### config.mk
export PLATFORM = sky130hd
export DESIGN_NAME = uart_rx_parity
export DESIGN_NICKNAME = d
export VERILOG_FILES = /design/src/rtl/uart_rx_parity.sv
export SDC_FILE = /design/constraint.sdc
export NUM_CORES = 1
export LEC_CHECK = 0
export CORE_ASPECT_RATIO = 1.25
export CORE_UTILIZATION = 51
export CTS_BUF_LIST = sky130_fd_sc_hd__clkbuf_8 sky130_fd_sc_hd__clkbuf_16
export CTS_CLUSTER_DIAMETER = 60
export CTS_CLUSTER_SIZE = 12
export DETAILED_ROUTE_END_ITERATION = 12
export PLACE_DENSITY = 0.75
export REMOVE_ABC_BUFFERS = 1
export SETUP_SLACK_MARGIN = 0.05
export SLEW_MARGIN = 10
export SYNTH_ARGS = -nofsm -noshare
export SYNTH_HDL_FRONTEND = slang
export SYNTH_SLANG_ARGS = --single-unit
### constraint.sdc
create_clock -name clk -period 1.5 [get_ports clk]
set_input_delay 0.3 -clock clk [delete_from_list [all_inputs] [get_ports clk]]
set_output_delay 0.3 -clock clk [all_outputs]
set_load 0.005 [all_outputs]
### src/rtl/uart_rx_parity.sv
module uart_rx_parity #(
  parameter int DIV = 27,
  parameter int OSR = 16,
  parameter int NB  = 8
) (
  input  logic          clk,
  input  logic          rst,
  input  logic          rx_line,
  input  logic          rd_ack,
  output logic [NB-1:0] rx_byte,
  output logic          rx_ready,
  output logic          par_err,
  output logic          frm_err
);
  localparam int CW = (DIV > 1) ? $clog2(DIV) : 1;
  localparam int TW = $clog2(OSR);
  localparam int BW = $clog2(NB + 3);
  localparam logic [CW-1:0] DIV_LAST = CW'(DIV - 1);
  localparam logic [TW-1:0] HALF     = TW'(OSR / 2 - 1);
  localparam logic [TW-1:0] FULL     = TW'(OSR - 1);
  localparam logic [BW-1:0] LAST_D   = BW'(NB);
  localparam logic [BW-1:0] PAR_IDX  = BW'(NB + 1);
  localparam logic [BW-1:0] STOP_IDX = BW'(NB + 2);

  logic [1:0]    sync;
  logic [CW-1:0] os_cnt;
  logic [TW-1:0] tcnt;
  logic [BW-1:0] bidx;
  logic [NB-1:0] sh;
  logic          line_prev, busy, acc, perr;

  wire rx_s    = sync[1];
  wire os_tick = (os_cnt == DIV_LAST);
  wire sample  = os_tick && busy && (tcnt == '0);
  wire done    = sample && (bidx == STOP_IDX);

  always_ff @(posedge clk) begin
    if (rst) begin
      sync      <= 2'b11;
      os_cnt    <= '0;
      line_prev <= 1'b1;
      busy      <= 1'b0;
      tcnt      <= '0;
      bidx      <= '0;
      sh        <= '0;
      acc       <= 1'b0;
      perr      <= 1'b0;
      rx_byte   <= '0;
      rx_ready  <= 1'b0;
      par_err   <= 1'b0;
      frm_err   <= 1'b0;
    end else begin
      sync   <= {sync[0], rx_line};
      os_cnt <= os_tick ? '0 : os_cnt + 1'b1;
      if (rd_ack) rx_ready <= 1'b0;
      if (os_tick) begin
        line_prev <= rx_s;
        if (!busy) begin
          if (line_prev && !rx_s) begin
            busy <= 1'b1;
            tcnt <= HALF;
            bidx <= '0;
            acc  <= 1'b0;
          end
        end else if (tcnt != '0) begin
          tcnt <= tcnt - 1'b1;
        end else begin
          tcnt <= FULL;
          bidx <= bidx + 1'b1;
          if (bidx == '0) begin
            if (rx_s) busy <= 1'b0;
          end else if (bidx <= LAST_D) begin
            sh  <= {rx_s, sh[NB-1:1]};
            acc <= acc ^ rx_s;
          end else if (bidx == PAR_IDX) begin
            perr <= rx_s ^ acc;
          end else begin
            busy     <= 1'b0;
            rx_byte  <= sh;
            par_err  <= perr;
            frm_err  <= !rx_s;
            rx_ready <= 1'b1;
          end
        end
      end
    end
  end


  idle_index_chk: assert property (@(posedge clk) disable iff (rst)
    !busy |-> (bidx == '0 || bidx == STOP_IDX + 1'b1 || bidx == BW'(1)));


  tick_spacing_chk: assert property (@(posedge clk) disable iff (rst)
    (os_tick && DIV > 1) |=> !os_tick);


  glitch_drop_chk: assert property (@(posedge clk) disable iff (rst)
    (sample && bidx == '0 && rx_s) |=> (!busy && !$rose(rx_ready)));


  ack_clear_chk: assert property (@(posedge clk) disable iff (rst)
    (rd_ack && !done) |=> (!rx_ready && $stable(rx_byte) && $stable(par_err) && $stable(frm_err)));


  ready_hold_chk: assert property (@(posedge clk) disable iff (rst)
    (rx_ready && !rd_ack) |=> rx_ready);


  flag_update_chk: assert property (@(posedge clk) disable iff (rst)
    (!$stable(frm_err) || !$stable(par_err)) |-> rx_ready);


  frame_load_chk: assert property (@(posedge clk) disable iff (rst)
    done |=> rx_ready);
endmodule

==> results of run 1 <==
## cells in the final DEF (no fill, tap or decap), types with 2 or more instances in the layout
master           count
a211oi_2             2
a21oi_1              2
a21oi_2              2
buf_4               25
buf_6               10
clkbuf_8             5
clkdlybuf4s50_1      3
clkinv_2             2
dfxtp_1             32
dfxtp_2              6
dlymetal6s2s_1      11
ha_1                 3
ha_4                 2
inv_1                3
inv_2                3
mux2i_1              9
nand2_1              4
nand2b_1            11
nand2b_4             2
nand3_2              2
nand3_4              2
nand4b_1             2
nor2_1              11
nor2_2               2
nor2b_1             14
nor3_2               2
nor3b_4              2
o211ai_1             3
o21ai_1             19
o21ai_2              5
or2_2                2
xnor2_1              2
xor2_1               3
## through the flow
step | total power (W) | setup TNS, ns | util (%) | instance area (um^2) | setup WS (ns)
after global routing | 0.00203 | -2.39 | 79.7 | 2570 | -0.184
after floorplan | 0.00108 | -4.76 | - | 1670 | -0.301
final | 0.00198 | -1.25 | 79.7 | 2570 | -0.123
after global placement | 0.00112 | -1.03 | 65.3 | 2100 | -0.0716
after CTS | 0.00198 | -0.160 | 74.5 | 2400 | -0.0907
after detailed placement | 0.00112 | -2.52 | 65.3 | 2100 | -0.168
## cell type report
class / instances / area (um^2)
inverter: 7 / 26.3
clock buffer: 5 / 68.8
clock inverter: 3 / 40.0
timing repair buffer: 52 / 508
multi-input combinational: 134 / 1110
fill: 188 / 653
sequential: 38 / 768
tap: 37 / 46.3
## synth_stat cells, types with 3 or more instances
master    count  area, um^2
xor2_1        3        26.3
ha_1          6        75.1
o21ai_0      12        60.1
buf_2         5        25.0
dfxtp_1      38         761
xnor2_1       3        26.3
nor2_1       13        48.8
clkbuf_1      5        18.8
nand2_1       4        15.0
mux2i_1       9        90.1
o211ai_1      3        22.5
a21oi_1       5        25.0
nand3_1       5        25.0
nor2b_1      15        93.8
nand2b_1     12        75.1
o21ai_1      12        60.1
nor3_1        3        15.0
inv_1         6        22.5
## cells by family (layout without fill, tap and decap cells)
logic type	count (synthesis)	after routing	share of synthesized area [%]
flip-flops	38	38	43.9
AND/OR/NAND/NOR	67	68	22.9
adder cells (fa/ha/maj)	6	6	4.33
AO/OA/AOI/OAI	45	45	15.6
XOR/XNOR	6	6	3.03
multiplexers	9	9	5.20
buffers and inverters	19	67	5.12
## layer usage
layer / vias to the layer above / part of all wire, % / wire length, um
met5: - / 0 / 0
met4: 0 / 4.1 / 187
met3: 18 / 4.3 / 195
met2: 43 / 55 / 2470
met1: 759 / 37 / 1680
li1: 757 / - / -
## worst max-delay path, stage by stage, from the launching register on
cell and delay, ns:
dfxtp_2 0.32, inv_2 0.06, ha_4 0.14, buf_6 0.09, nor3b_4 0.21, buf_4 0.19
nand3_4 0.10, buf_6 0.14, o21ai_1 0.17, o31ai_2 0.09
## state kept, by name (all words and copies together), names as in the netlist
register	count
acc	1
bidx	4
busy	1
frm_err	1
line_prev	1
os_cnt	5
par_err	1
perr	1
rx_byte	8
rx_ready	1
sh	8
sync	2
tcnt	4
## what timing repair did
| item | CTS | global route |
|---|---|---|
| pin swaps | 10 | 16 |
| setup buffers | 4 | 4 |
| hold buffers | 0 | 0 |
| endpoints found under the setup margin | 31 | 42 |
| gates resized for setup | 53 | 38 |
| gates cloned | 2 | 1 |
## power breakdown
part / internal, W / total, W / switching (W)
Clock: 0.000489 / 0.000866 / 0.000377
Sequential: 0.00102 / 0.00103 / 0.00000856
Combinational: 0.0000443 / 0.0000840 / 0.0000397
## how the worst max path moves through the flow
stage | startpoint | endpoint
2_1_floorplan | os_cnt[0] | frm_err
6_report | tcnt[1] | frm_err
3_3_place_gp | bidx[0] | acc
4_1_cts | os_cnt[0] | acc
3_5_place_dp | bidx[0] | acc
5_1_grt | tcnt[1] | frm_err
==> run_results.csv, run 1 <==
group,metric,value,unit
worst_hold_path,worstHoldPathCells,1,
floorplanning,fp.coreArea,0.00322,mm^2
cts,clockBufferDepth,2,
sta,rsz0062_at_grt,"true",
grt,first_global_vias,1561,
run_status,outcome,"complete, but fails checks",
synth,ys_async_sr_fraction,0,%
sta,post-route-min-period,1.62,ns
placed_design,place_hpwl,2690,um
grt,globalRouteMet2Util,48.8,%
grt,grt.met1_usage,24.4,%
worst_hold_path,hold_path_startpoint,"sync[0]",
synth,synthesis.area_per_instance,9.13,um^2
power_and_ir_drop,power.density_cell_area,769,mW/mm^2
floorplanning,floorplan.die_area,0.00364,mm^2
detailed_routing,ant_nets,0,
sta,count_of_final_max_slew_check_failures,0,
placed_design,io_buffers,14,
sta,report.final.hold_viol_count,0,
detailed_routing,drt-vias-per-instance,5.71,
layout,n_antenna_cell,0,
sta,final_min_period_over_clock_period,108,%
setup_path,worst-setup-path-type,"register to register",
grt,track_usage,26.5,%
layout,number_of_non_filler_instances_in_the_completed_layout,276,
synth,synth_sequential_area_ratio,43.9,%
floorplanning,floorplan.rows,23,
cts,worst_skew_pair.late_latency,0.30,ns
worst_hold_path,timing.hold.worst_endpoint,"sync[1]",
sta,max_slew.worst_pin.slew,0.416,ns
synth,number_of_synthesized_flops_with_an_enable_pin,0,
synth,syn_area,0.00173,mm^2
floorplanning,num_io_pins,15,
power_and_ir_drop,vdd_ir_drop_max,819,uV
layout,area_delta_synth_final,48.2,%
synth,synth-seq-cells,38,
grt,grt_max_degree,39,
detailed_routing,dr.pass1.iters,4,
synth,synth_cell_types,42,
flow_run,max_cap_violations,0,
setup_path,cp.required,1.68,ns
setup_path,worst-r2r-cell-count,9,
cts,path_clk_slew,0.07,ns
synth,yosysWarningCount,0,
synth,ys_dominant_reg_cell,"dfxtp_1",
setup_path,worstSetupStartpointType,"register",
detailed_routing,wirelength,4530,um
setup_path,worst-r2r-setup-slack,-0.12,ns
detailed_routing,routed-via-count,1577,
sta,setup-violations-final,22,
grt,routing_layer_with_the_top_usage_in_global_route,"met2",
grt,met3_usage,7.88,%
sta,timing.final.ws_setup,-0.123,ns
cts,numCtsBuffers,5,
cts,cts_tree,"built",
floorplanning,die_height,67.2,um
sta,worst_slew_margin_rel,72.1,%
cts,cts_sinks,38,
cts,cts-root-buf,"clkbuf_8",
floorplanning,fp.dieW,54.2,um
setup_path,rr_startpoint,"tcnt[1]",
detailed_routing,remaining_drc_errors,0,
run_status,violations,"negative setup slack",
layout,drive_above_1_share,39.7,%
placed_design,place.gp.congestion,0.757,
power_and_ir_drop,p_leak,1.20,nW
synth,syn-instance-count,190,
grt,grt_pass1_wl,6760,um
setup_path,arrival,1.81,ns
setup_path,end_kind,"register",
detailed_routing,detail_route.iter0.violations,33,
sta,clock_skew,0.00589,ns
setup_path,critPathMaxFanout,5,
detailed_routing,routedWlPerCell,16.4,um
placed_design,dp.cells,260,
sta,worst_hold_slack,0.417,ns
grt,number_of_antenna_violations_at_the_first_check_in_global_routing,0,
grt,grt_remaining_overflow,0,
layout,finish.net_count,248,
cts,cts-htree-levels,2,
setup_path,r2r_end,"frm_err",
worst_hold_path,min-delay-path-class,"register to register",
floorplanning,floorplan.initialDensity,53.8,%
sta,maxClockFrequency,616,MHz
Power figures use the tool's default switching activity.
==> inputs of run 2 (changes only) <==
CORE_UTILIZATION = 55   (was 51)
DONT_BUFFER_PORTS = 1   (was unset)
PLACE_DENSITY = 0.73   (was 0.75)
==> run_results.csv, run 2 (synthesized netlist as in run 1, its figures left out) <==
group,metric,value,unit
run_status,outcome,"complete, but fails checks",
run_status,violations,"negative setup slack",
setup_path,rr_startpoint,"sync[1]",
floorplanning,fp.coreArea,0.00297,mm^2
power_and_ir_drop,p_leak,0.910,nW
floorplanning,num_io_pins,15,
setup_path,critical_path.max_stage_delay,0.52,ns
placed_design,dp.cells,245,
cts,clockBufferDepth,2,
sta,worst_slew_margin_rel,70.3,%
layout,finish.net_count,231,
layout,final_area,0.00232,mm^2
placed_design,dpl_cell_area,0.00195,mm^2
setup_path,timing.critical_path.slowest_stage_cell,"dfxtp_1",
sta,rsz0062_at_grt,"true",
detailed_routing,detail_route.iter0.violations,34,
power_and_ir_drop,power.density_cell_area,767,mW/mm^2
cts,worst_skew_pair.late_latency,0.29,ns
floorplanning,floorplan.rows,22,
power_and_ir_drop,power.sequential.fraction,57.6,%
power_and_ir_drop,power.internal,0.00141,W
cts,numCtsBuffers,5,
setup_path,worst-setup-path-type,"register to register",
layout,layout.cells.most_common_list,"34 x dfxtp_1, 23 x buf_4, 14 x o21ai_2, 14 x nor2b_1, 13 x nor2_1",
setup_path,end_kind,"register",
sta,final_min_period_over_clock_period,106,%
detailed_routing,maxUsedRoutingLayer,"met4",
sta,setup-violations-final,3,
sta,maxClockFrequency,630,MHz
detailed_routing,ant_nets,0,
layout,n_antenna_cell,0,
layout,number_of_non_filler_instances_in_the_completed_layout,258,
floorplanning,floorplan.die_area,0.00338,mm^2
detailed_routing,wirelength,3880,um
sta,max_slew.worst_pin.slew,0.445,ns
power_and_ir_drop,p_clk_share,39.5,%
cts,cts_sinks,38,
worst_hold_path,min-delay-path-class,"input pin to register",
setup_path,worst-r2r-setup-slack,-0.09,ns
detailed_routing,route.met2.wl,2100,um
grt,track_usage,24.2,%
grt,number_of_antenna_violations_at_the_first_check_in_global_routing,0,
detailed_routing,routed-via-count,1420,
cts,cts_tree,"built",
floorplanning,die_height,64.8,um
setup_path,cp.required,1.72,ns
setup_path,critPathMaxFanout,7,
cts,path_clk_slew,0.07,ns
flow_run,max_cap_violations,0,
worst_hold_path,worstHoldPathCells,1,
setup_path,arrival,1.81,ns
cts,cts-root-buf,"clkbuf_8",
power_and_ir_drop,comb_pwr_share,2.9,%
cts,cts-htree-levels,2,
cts,hold_fix_buffers_cts,0,
placed_design,place.gp.congestion,0.799,
layout,layout_commonest_cell,"dfxtp_1",
layout,drive_above_1_share,38.7,%
sta,report.final.hold_viol_count,0,
setup_path,r2r_end,"acc",
detailed_routing,met3_wirelength,71,um
floorplanning,floorplan.initialDensity,58.3,%
layout,area_delta_synth_final,33.9,%
placed_design,io_buffers,0,
grt,grt_pass1_wl,6010,um
worst_hold_path,timing.hold.worst_endpoint,"rx_ready",
power_and_ir_drop,vdd_ir_drop_max,640,uV
sta,tns,-0.188,ns
detailed_routing,routedWlPerCell,15.0,um
setup_path,cp_cell_sequence,"nor2b_1, mux2i_2, or4_1, o22ai_1",
detailed_routing,dr.pass1.iters,4,
placed_design,place_hpwl,2370,um
worst_hold_path,hold_path_startpoint,"rst",
power_and_ir_drop,switching_power,0.000369,W
layout,reg.largest.list,"rx_byte: 8 flops, sh: 8 flops, os_cnt: 5 flops",
sta,clock_skew,0.00727,ns
floorplanning,fp.dieW,52.2,um
grt,grt_max_degree,39,
setup_path,worst-r2r-cell-count,4,
detailed_routing,drt-vias-per-instance,5.50,
grt,grt_remaining_overflow,0,
sta,count_of_final_max_slew_check_failures,0,
detailed_routing,wirelength_met1,1630,um
setup_path,worstSetupStartpointType,"register",
power_and_ir_drop,netSwitchingFraction,20.7,%
sta,post-route-min-period,1.59,ns
detailed_routing,remaining_drc_errors,0,
grt,first_global_vias,1385,
sta,timing.final.ws_setup,-0.0877,ns
==> run 2: layer usage <==
layer,up-vias,GRT usage (%)
li1,720,-
met3,7,4.23
met5,-,0
met4,0,11.8
met1,674,26.4
met2,19,43.6
==> run 2: stage by stage <==
stage / hold slack, ns / total power, W / setup slack (ns) / util (%)
5_1_grt: 0.0560 / 0.00185 / -0.182 / 78.1
3_5_place_dp: 0.378 / 0.00109 / -0.162 / 65.6
3_3_place_gp: 0.376 / 0.00109 / -0.0864 / 65.6
4_1_cts: 0.0656 / 0.00179 / -0.0533 / 71.7
2_1_floorplan: 0.369 / 0.00108 / -0.301 / -
6_report: 0.0743 / 0.00178 / -0.0877 / 78.1
==> run 2: how the worst max path moves through the flow <==
stage,start,to,slack (ns)
floorplan,os_cnt[0],frm_err,-0.30
global placement,tcnt[0],sh[4],-0.09
detailed placement,tcnt[0],sh[4],-0.16
CTS,os_cnt[0],sh[6],-0.05
global route,sync[1],acc,-0.18
finish,sync[1],acc,-0.09
==> run 2: final cells by class <==
cell class | instances | area [um^2]
Clock inverter | 2 | 8.76
Multi-Input combinational cell | 133 | 1070
Inverter | 7 | 26.3
Timing Repair Buffer | 36 | 322
Sequential cell | 38 | 766
Clock buffer | 6 | 82.6
Tap cell | 36 | 45.0
Fill cell | 185 | 651
==> run 2: power groups by stage <==
| stage | combinational (W) | sequential, W | clock (W) |
|---|---|---|---|
| global route | 0.0000580 | 0.00103 | 0.000767 |
| finish | 0.0000516 | 0.00103 | 0.000704 |
| floorplan | 0.0000263 | 0.00105 | 0 |
| detailed placement | 0.0000467 | 0.00105 | 0 |
| CTS | 0.0000471 | 0.00102 | 0.000717 |
| global placement | 0.0000447 | 0.00105 | 0 |
==> run 2: worst max-delay path: cells and delay by family, from the launching register on <==
kind               cells  cell delay [ns]
muxes                  1             0.13
AOI/OAI and AO/OA      1             0.15
and+or+nand+nor        2             0.71
DFF                    1             0.52
==> run 2: repair_timing <==
| action | CTS | global route |
|---|---|---|
| pin swaps | 2 | 7 |
| endpoints found under the setup margin | 29 | 33 |
| gates resized for setup | 23 | 43 |
| buffers inserted | 2 | 3 |
| cloned | 0 | 1 |
